--- config.mk ---
export PLATFORM = sky130hd
export DESIGN_NAME = ibs_inserter
export DESIGN_NICKNAME = d
export VERILOG_FILES = /design/src/rtl/ibs_pkg.sv /design/src/rtl/ibs_capture.sv /design/src/rtl/ibs_select.sv /design/src/rtl/ibs_inserter.sv
export SDC_FILE = /design/constraint.sdc
export NUM_CORES = 1
export LEC_CHECK = 0
export ABC_AREA = 1
export BUFFER_PORTS_ARGS = -buffer_cell sky130_fd_sc_hd__clkbuf_2
export CAP_MARGIN = 10
export CORE_MARGIN = 2
export CORE_UTILIZATION = 26
export CTS_BUF_LIST = sky130_fd_sc_hd__clkbuf_8
export DETAILED_ROUTE_END_ITERATION = 10
export PLACE_DENSITY_LB_ADDON = 0.25
export SKIP_LAST_GASP = 1
export SYNTH_ARGS = -nofsm -noshare
export SYNTH_HDL_FRONTEND = slang
export SYNTH_SLANG_ARGS = --single-unit
--- constraint.sdc ---
create_clock -name clk -period 0.8 [get_ports clk]
set_input_delay 0.16 -clock clk [delete_from_list [all_inputs] [get_ports clk]]
set_output_delay 0.16 -clock clk [all_outputs]
set_load 0.02 [all_outputs]
--- src/rtl/ibs_pkg.sv ---
package ibs_pkg;

    localparam int NIB_W = 4;
    localparam int SPD_W = 2;

    typedef enum logic [SPD_W-1:0] {
        SPD_2M5  = 2'b00,
        SPD_25M  = 2'b01,
        SPD_125M = 2'b10,
        SPD_RSVD = 2'b11
    } speed_e;

    // Field order matches the idle nibble from bit 3 down to bit 0.
    typedef struct packed {
        logic   full_dplx;
        speed_e speed;
        logic   link_up;
    } link_stat_t;

    typedef struct packed {
        logic             dv;
        logic [NIB_W-1:0] nib;
    } rx_beat_t;

    localparam rx_beat_t   BEAT_IDLE = '{dv: 1'b0, nib: '0};
    localparam link_stat_t STAT_DOWN = '{full_dplx: 1'b0, speed: SPD_2M5, link_up: 1'b0};

    function automatic logic [NIB_W-1:0] stat_nibble(input link_stat_t s);
        return {s.full_dplx, s.speed, s.link_up};
    endfunction

endpackage

--- src/rtl/ibs_capture.sv ---
module ibs_capture
    import ibs_pkg::*;
(
    input  logic       clk,
    input  logic       rst,
    input  rx_beat_t   beat_d,
    input  link_stat_t stat_d,
    input  logic       en_d,
    output rx_beat_t   beat_q,
    output link_stat_t stat_q,
    output logic       en_q
);

    always_ff @(posedge clk) begin
        if (rst) begin
            beat_q <= BEAT_IDLE;
            stat_q <= STAT_DOWN;
            en_q   <= 1'b0;
        end else begin
            beat_q <= beat_d;
            stat_q <= stat_d;
            en_q   <= en_d;
        end
    end

endmodule

--- src/rtl/ibs_select.sv ---
module ibs_select
    import ibs_pkg::*;
(
    input  logic       clk,
    input  logic       rst,
    input  rx_beat_t   beat,
    input  link_stat_t stat,
    input  logic       en,
    output rx_beat_t   out_q
);

    rx_beat_t nxt;

    always_comb begin
        nxt.dv = beat.dv;
        if (beat.dv)
            nxt.nib = beat.nib;
        else if (en)
            nxt.nib = stat_nibble(stat);
        else
            nxt.nib = '0;
    end

    always_ff @(posedge clk) begin
        if (rst) out_q <= BEAT_IDLE;
        else     out_q <= nxt;
    end

endmodule

--- src/rtl/ibs_inserter.sv ---
module ibs_inserter
    import ibs_pkg::*;
(
    input  logic                   clk,
    input  logic                   rst,
    input  logic                   rx_dv_i,
    input  logic [ibs_pkg::NIB_W-1:0] rxd_i,
    input  logic                   link_up_i,
    input  logic                   full_dplx_i,
    input  logic [ibs_pkg::SPD_W-1:0] speed_i,
    input  logic                   inband_en_i,
    output logic                   rx_dv_o,
    output logic [ibs_pkg::NIB_W-1:0] rxd_o
);

    rx_beat_t   beat_in, beat_s1, beat_out;
    link_stat_t stat_in, stat_s1;
    logic       en_s1;

    always_comb begin
        beat_in.dv        = rx_dv_i;
        beat_in.nib       = rxd_i;
        stat_in.full_dplx = full_dplx_i;
        stat_in.speed     = speed_e'(speed_i);
        stat_in.link_up   = link_up_i;
    end

    ibs_capture u_cap (
        .clk    (clk),
        .rst    (rst),
        .beat_d (beat_in),
        .stat_d (stat_in),
        .en_d   (inband_en_i),
        .beat_q (beat_s1),
        .stat_q (stat_s1),
        .en_q   (en_s1)
    );

    ibs_select u_sel (
        .clk   (clk),
        .rst   (rst),
        .beat  (beat_s1),
        .stat  (stat_s1),
        .en    (en_s1),
        .out_q (beat_out)
    );

    assign rx_dv_o = beat_out.dv;
    assign rxd_o   = beat_out.nib;

endmodule

# Word level (Yosys, flattened, before mapping)
# Cells that the tools add are included.
dict set report op_classes {
  mux 2
}
# operator count
set ops {}
lappend ops {{two-way mux 4 bit} 2}
dict set report totals {
  inputBits 12
  reg_bits 15
}

# Depth between registers and ports, before layout
# Gate-level depths: netlist of run 1.
dict set report depth {
  ltp_word 2
  depth_mapped 4
}

# By module
# From an unflattened synthesis of run 1, not the netlist that was laid out.
dict set report unflattened {
  cells_unflattened 60
  area_unflattened_um2 484.2
}
# module cells_each seq_area_each_um2 area_each_um2 instances
set by_module_without_submodules {}
lappend by_module_without_submodules {ibs_capture 31 200.2 286.5 1}
lappend by_module_without_submodules {ibs_select 29 100.1 197.7 1}

# Least setup slack after synthesis of run 1
# OpenSTA, ideal clock, no wires.
dict set report synth_path {
  path_kind {flip-flop to flip-flop}
  from {register u_cap.en_q}
  to {register u_sel.out_q[0] (netlist bit)}
  setup_ns 0.058
  arrival_time_ns 0.584
  setup_slack_ns 0.158
  period_less_slack_ns 0.642
  path_stages_with_launch 5
  n_path_buf 0
  t_required_ns 0.742
  path_cell_list {dfxtp_1 -> inv_1 -> nor2_1 -> nand2_1 -> nand2_1}
}
dict set report synth_between {
  elab_chain_cells 2
}
# element line_no
set synth_lines {}
lappend synth_lines {{from (decl)} ibs_capture.sv:11} ;# output logic en_q
lappend synth_lines {{from (signal assigned)} ibs_capture.sv:22} ;# en_q <= en_d;
lappend synth_lines {{two-way mux 4 bit} ibs_select.sv:18} ;# else if (en)
lappend synth_lines {{two-way mux 4 bit} ibs_select.sv:16} ;# if (beat.dv)
lappend synth_lines {{to (signal assigned)} ibs_select.sv:26} ;# else out_q <= nxt;
lappend synth_lines {{to (decl)} ibs_select.sv:9} ;# output rx_beat_t out_q
# Every way passes these cells.
# A chain may end at the register's enable or synchronous reset.

# Worst setup path after layout of run 1
dict set report layout_path {
  from {register u_sel.out_q[1] (netlist bit)}
  to {output rxd_o[1] (netlist bit)}
}
# element line_no
set layout_rtl {}
lappend layout_rtl {{to (decl)} ibs_inserter.sv:13} ;# output logic [ibs_pkg::NIB_W-1:0] rxd_o
# No word-level cell between the ends.

==> out/metrics.yaml, run 1 <==
clock_tree:
  cts.clk_slew.worst_paths_ps: 60
  cts_tree: "done"
  cts.sinks: 15
  h-tree-depth: 1
  cts-root-buf: "clkbuf_8"
  cts_hold_buf: 0
  clk_latency_ps: 240
  cts_buffer_depth: 2
  post-cts-setup-buffer-count: 0
  cts_made_buffers: 3
logic_synthesis:
  syn-num-nets: 72
  synth_area_leaders: "dfxtp_1, inv_1, nor2_1"
  synth_edf_count: 0
  async_flop_share_pct: 0
  synth_most_common_cell: "inv_1"
  ys_seq_elements: 15
  synth_top_area_share_pct: 62.0
  ys_seq_area_share_pct: 62.0
  synthFlopType: "dfxtp_1"
  yosys_warnings: 0
  synthesis.area_um2: 484
  syn_avg_cell_area_um2: 8.07
  synth_cells: 60
  ys_types: 6
  synth_commonest_cells: "inv_1, dfxtp_1, nor2_1"
  yosys.area.top_type: "dfxtp_1"
critical_path:
  reg2reg_setup_slack_ps: 70
  cp.required_ps: 640
  crit_type: "flop to primary output"
  rr_startpoint: "u_cap.beat_q[4]"
  critPathMaxStageDelay_ps: 320
  cpMaxStageDelayCell: "dfxtp_2"
  crit_buf_inv: 1
  r2r_end: "u_sel.out_q[1]"
  crit_path_max_fanout: 1
  crit_family: "flip-flops"
  start_kind: "flop"
  end_kind: "primary output"
  worstRegToRegCells: 4
  cp.arrival_ps: 670
  crit_chain: "buf_8"
routing:
  wl_um: 683
  first_iter_violations: 2
  dr.pass1.iters: 2
  highest_layer: "met4"
  drt.antenna.violating_nets: 0
  wl_per_cell_um: 6.38
  drc: 0
  wl_met3_um: 32
  wl_met2_um: 348
  viasPerCell: 3.57
  vias: 382
  wl_met1_um: 282
place:
  io_buffers: 16
  dp_cells: 103
  dp_hpwl_um: 546
  place_congestion: 0.727
  place_worst_setup_slack_ps: 63.7
layout:
  drive_gt1_share_pct: 35.4
  final_core_util_pct: 40.7
  fin_nets: 95
  num_antenna_cells: 0
  syn2layout_area_growth_pct: 46.8
  fin_cells: 107
timing:
  hold_violations: 0
  post-route-period-util_pct: 104
  fin_worst_skew_ps: 2.76
  finalMaxSlewViolations: 0
  worst_slew_pin_slew_ps: 250
  rsz0062_at_grt: "yes"
  fin_crit_ps: 833
  post-route-worst-setup-slack_ps: -32.9
  finalSetupViolCount: 5
  max_freq_ghz: 1.20
  tns_ps: -158
  maxSlewHeadroom_pct: 83.3
  holdWs_ps: 104
floorplanning:
  pin_count: 17
  core_um2: 1750
  die_h_um: 47.2
  initial_core_util_pct: 27.7
  rows: 15
  dieArea_um2: 2220
  die_w_um: 47.2
global_routing:
  antenna_found_initial: 0
  first_global_vias: 328
  grt_use_total_pct: 8.24
  grt_pass1_wl_um: 1190
  grt_overflow: 0
  grt_max_degree: 12
pwr:
  leakage_nw: 0.385
  powerDensity_nw_per_um2: 2090
  irDropWorstVdd_mv: 1.43
min_path:
  hold_depth: 3
  min_to: "u_cap.stat_q[3]"
  holdCritPathClass: "input pin to flop"
  worstHoldStart: "full_dplx_i"
run_status:
  outcome: "complete, but fails checks"
  violations: "setup timing"
flow_run:
  maxCapViolations: 0
## what timing repair did
action | CTS | global route
endpoints found under the setup margin | 5 | 9
gates resized for setup | 15 | 6
pin swaps | 0 | 0
## registers in the layout, indices dropped and copies added, names as in the netlist
| name | flops |
|---|---|
| u_cap.stat_q | 4 |
| u_cap.en_q | 1 |
| u_sel.out_q | 5 |
| u_cap.beat_q | 5 |
## through the flow
| step | power [mW] | cell area (µm²) |
|---|---|---|
| detailed placement | 0.917 | 607 |
| global placement | 0.916 | 607 |
| floorplan | 0.864 | 484 |
| finish | 1.48 | 711 |
| global route | 1.57 | 711 |
| CTS | 1.51 | 702 |
## worst max path at each step
stage                     cells past startpoint           start        endpoint  slack, ps
after global placement                        4             rst  u_sel.out_q[3]         40
after global routing                          1  u_sel.out_q[1]        rxd_o[1]        -60
after floorplan                               4      u_cap.en_q  u_sel.out_q[0]        160
after CTS                                     1  u_sel.out_q[1]        rxd_o[1]        -50
after detailed placement                      4             rst  u_sel.out_q[1]         60
final                                         1  u_sel.out_q[1]        rxd_o[1]        -30
## logic make-up (layout without fill, tap and decap cells)
group | after synthesis | after routing | synth area share (%)
flip-flops | 15 | 15 | 62.0
AND/OR/NAND/NOR | 28 | 28 | 23.3
buffers and inverters | 17 | 39 | 14.7
## power breakdown
group / total, mW / leakage (nW) / switching (mW) / internal, mW
Clock: 0.563 / 0.0269 / 0.225 / 0.338
Combinational: 0.123 / 0.232 / 0.0570 / 0.0656
Sequential: 0.797 / 0.126 / 0.0123 / 0.784
Total: 1.48 / 0.385 / 0.294 / 1.19
## cells in the final DEF, fill, tap and decap left out
cell type,n
nor2_2,1
clkbuf_2,11
buf_4,3
buf_8,5
nor2_4,1
inv_1,17
clkbuf_8,3
dfxtp_1,10
nor2_1,14
nand2_1,12
dfxtp_2,5
## metal layers
| layer | track usage, % | vias up |
|---|---|---|
| met4 | 6.67 | 0 |
| met2 | 12.9 | 12 |
| met5 | 0 | - |
| met1 | 7.91 | 162 |
| li1 | - | 206 |
| met3 | 4.62 | 2 |
## cell type report
cell class                 count  area (µm²)
timing repair buffer          19         153
tap                           25        31.3
clock inverter                 1        3.75
sequential                    15         307
inverter                      16        60.1
fill                         184        1030
multi-input combinational     28         115
clock buffer                   3        41.3
Note: power is estimated with default switching activity, not from simulation.
==> inputs of run 2 (changes only) <==
--- a/config.mk
+++ b/config.mk
@@ -5,7 +5,6 @@
 export SDC_FILE = /design/constraint.sdc
 export NUM_CORES = 1
 export LEC_CHECK = 0
-export ABC_AREA = 1
 export BUFFER_PORTS_ARGS = -buffer_cell sky130_fd_sc_hd__clkbuf_2
 export CAP_MARGIN = 10
 export CORE_MARGIN = 2
==> run 2 against run 1 <==
Compared with the run above: the run still ends with setup timing left; largest power group unchanged; critical endpoint unchanged; global-route usage fell by 1.1 points; clock power increased by 5.2%; hold slack improved by 15 ps.
==> out/metrics.yaml, run 2 <==
layout:
  layout_commonest_cell: "clkbuf_2"
  final_area_um2: 667
  syn2layout_area_growth_pct: 44.1
  reg_top3: "u_cap.beat_q: 5 flops, u_sel.out_q: 5 flops, u_cap.stat_q: 4 flops"
  final_cell_mix: "clkbuf_2, nor2b_1, dfxtp_1"
  final_core_util_pct: 39.0
  num_antenna_cells: 0
  fin_nets: 71
  fin_cells: 83
  drive_gt1_share_pct: 53.4
pwr:
  seqPwrFrac_pct: 53.7
  p_sw_share_pct: 20.4
  p_comb_share_pct: 6.7
  powerDensity_nw_per_um2: 2240
  internal_power_mw: 1.19
  irDropWorstVdd_mv: 0.982
  clockPowerShare_pct: 39.6
  finalPower_mw: 1.49
  p_switching_mw: 0.304
  leakage_nw: 0.270
timing:
  finalSetupViolCount: 5
  fin_crit_ps: 840
  maxSlewHeadroom_pct: 78.1
  post-route-worst-setup-slack_ps: -40.1
  post-route-period-util_pct: 105
  fin_worst_skew_ps: 4.34
  max_freq_ghz: 1.19
  rsz0062_at_grt: "yes"
  holdWs_ps: 119
  tns_ps: -189
  finalMaxSlewViolations: 0
  hold_violations: 0
  worst_slew_pin_slew_ps: 328
clock_tree:
  clk_latency_ps: 250
  cts_hold_buf: 0
  cts_buffer_depth: 2
  cts_tree: "done"
  cts_made_buffers: 3
  cts.clk_slew.worst_paths_ps: 60
  h-tree-depth: 1
  cts.sinks: 15
  cts-root-buf: "clkbuf_8"
  post-cts-setup-buffer-count: 0
logic_synthesis:
  synth_edf_count: 0
  async_flop_share_pct: 0
  synth_most_common_cell: "dfxtp_1"
  synthesis.area_um2: 463
  synth_cells: 39
  synth_commonest_cells: "dfxtp_1, nor2b_1, a21oi_2, nand2_1, nand3b_1"
  synth_area_leaders: "dfxtp_1, nor2b_1, a21oi_2"
  syn_avg_cell_area_um2: 11.9
  syn-num-nets: 51
  ys_seq_elements: 15
  ys_types: 7
  synthFlopType: "dfxtp_1"
  synth_top_area_share_pct: 64.9
  ys_seq_area_share_pct: 64.9
  yosys.area.top_type: "dfxtp_1"
  yosys_warnings: 0
global_routing:
  grt_pass1_wl_um: 1000
  grt_overflow: 0
  grt_max_degree: 16
  grt_use_total_pct: 7.15
  first_global_vias: 269
  antenna_found_initial: 0
critical_path:
  crit_path_max_fanout: 1
  crit_family: "flip-flops"
  cp-startpoint: "u_sel.out_q[1]"
  rr_startpoint: "u_cap.beat_q[4]"
  start_kind: "flop"
  crit_type: "flop to primary output"
  cpMaxStageDelayCell: "dfxtp_2"
  cp.required_ps: 640
  crit_chain: "buf_8"
  cp.arrival_ps: 680
  critPathMaxStageDelay_ps: 320
  crit_buf_inv: 1
  end_kind: "primary output"
routing:
  first_iter_violations: 0
  viasPerCell: 3.70
  wl_per_cell_um: 8.05
  vias: 307
  dr.pass1.iters: 1
  drt.antenna.violating_nets: 0
  drc: 0
  wl_um: 668
floorplanning:
  die_w_um: 46.2
  core_um2: 1710
  pin_count: 17
  initial_core_util_pct: 27.1
  rows: 15
  die_h_um: 46.2
  dieArea_um2: 2130
run_status:
  violations: "setup timing"
  outcome: "complete, but fails checks"
min_path:
  holdCritPathClass: "input pin to flop"
  worstHoldStart: "inband_en_i"
place:
  dp_cells: 79
  place_area_um2: 563
  io_buffers: 16
  place_congestion: 0.647
  place_worst_setup_slack_ps: 35.1
flow_run:
  maxCapViolations: 0
[run 2: cell count changes after synthesis]
cell / change
a21oi_2: +4
inv_1: -16
nand2_1: -8
nand3b_1: +4
nor2_1: -15
nor2_4: -1
nor2b_1: +10
nor2b_2: +1
[run 2: per-layer routing]
layer / vias up / GRT usage, % / wire length [µm]
met3: 3 / 5.88 / 81
met2: 17 / 11.1 / 311
li1: 161 / - / -
met1: 126 / 6.67 / 266
met5: - / 0 / 0
met4: 0 / 3.43 / 8
[run 2: cells by family after synthesis]
family,count (synthesis),synth area share [%]
AO/OA/AOI/OAI,4,7.57
buffers and inverters,1,2.43
AND/OR/NAND/NOR,19,25.1
flip-flops,15,64.9
[run 2: worst paths after layout]
path	to	slack, ps	cells past startpoint
max	rxd_o[1]	-40	1
min	u_cap.en_q	120	2
max reg2reg	u_sel.out_q[1]	60	2
min reg2reg	u_sel.out_q[1]	450	2
[run 2: power groups by stage]
| stage | Combinational (mW) | Clock [mW] | Sequential [mW] |
|---|---|---|---|
| finish | 0.100 | 0.592 | 0.803 |
| global route | 0.112 | 0.633 | 0.805 |
| global placement | 0.0867 | 0 | 0.814 |
| detailed placement | 0.0877 | 0 | 0.814 |
| CTS | 0.0996 | 0.607 | 0.800 |
| floorplan | 0.0437 | 0 | 0.820 |
[run 2: repair_timing]
item | CTS | global route
endpoints found under the hold margin | 0 | 0
pin swaps | 0 | 1
resized for setup | 14 | 7
gates cloned | 0 | 0
setup endpoints to repair | 5 | 9
[run 2: layout make-up]
type                       count  area, µm²
clock buffer                   3       41.3
timing repair buffer          16        130
tap                           25       31.3
sequential                    15        308
multi-input combinational     23        151
clock inverter                 1       5.00
fill                         174       1040
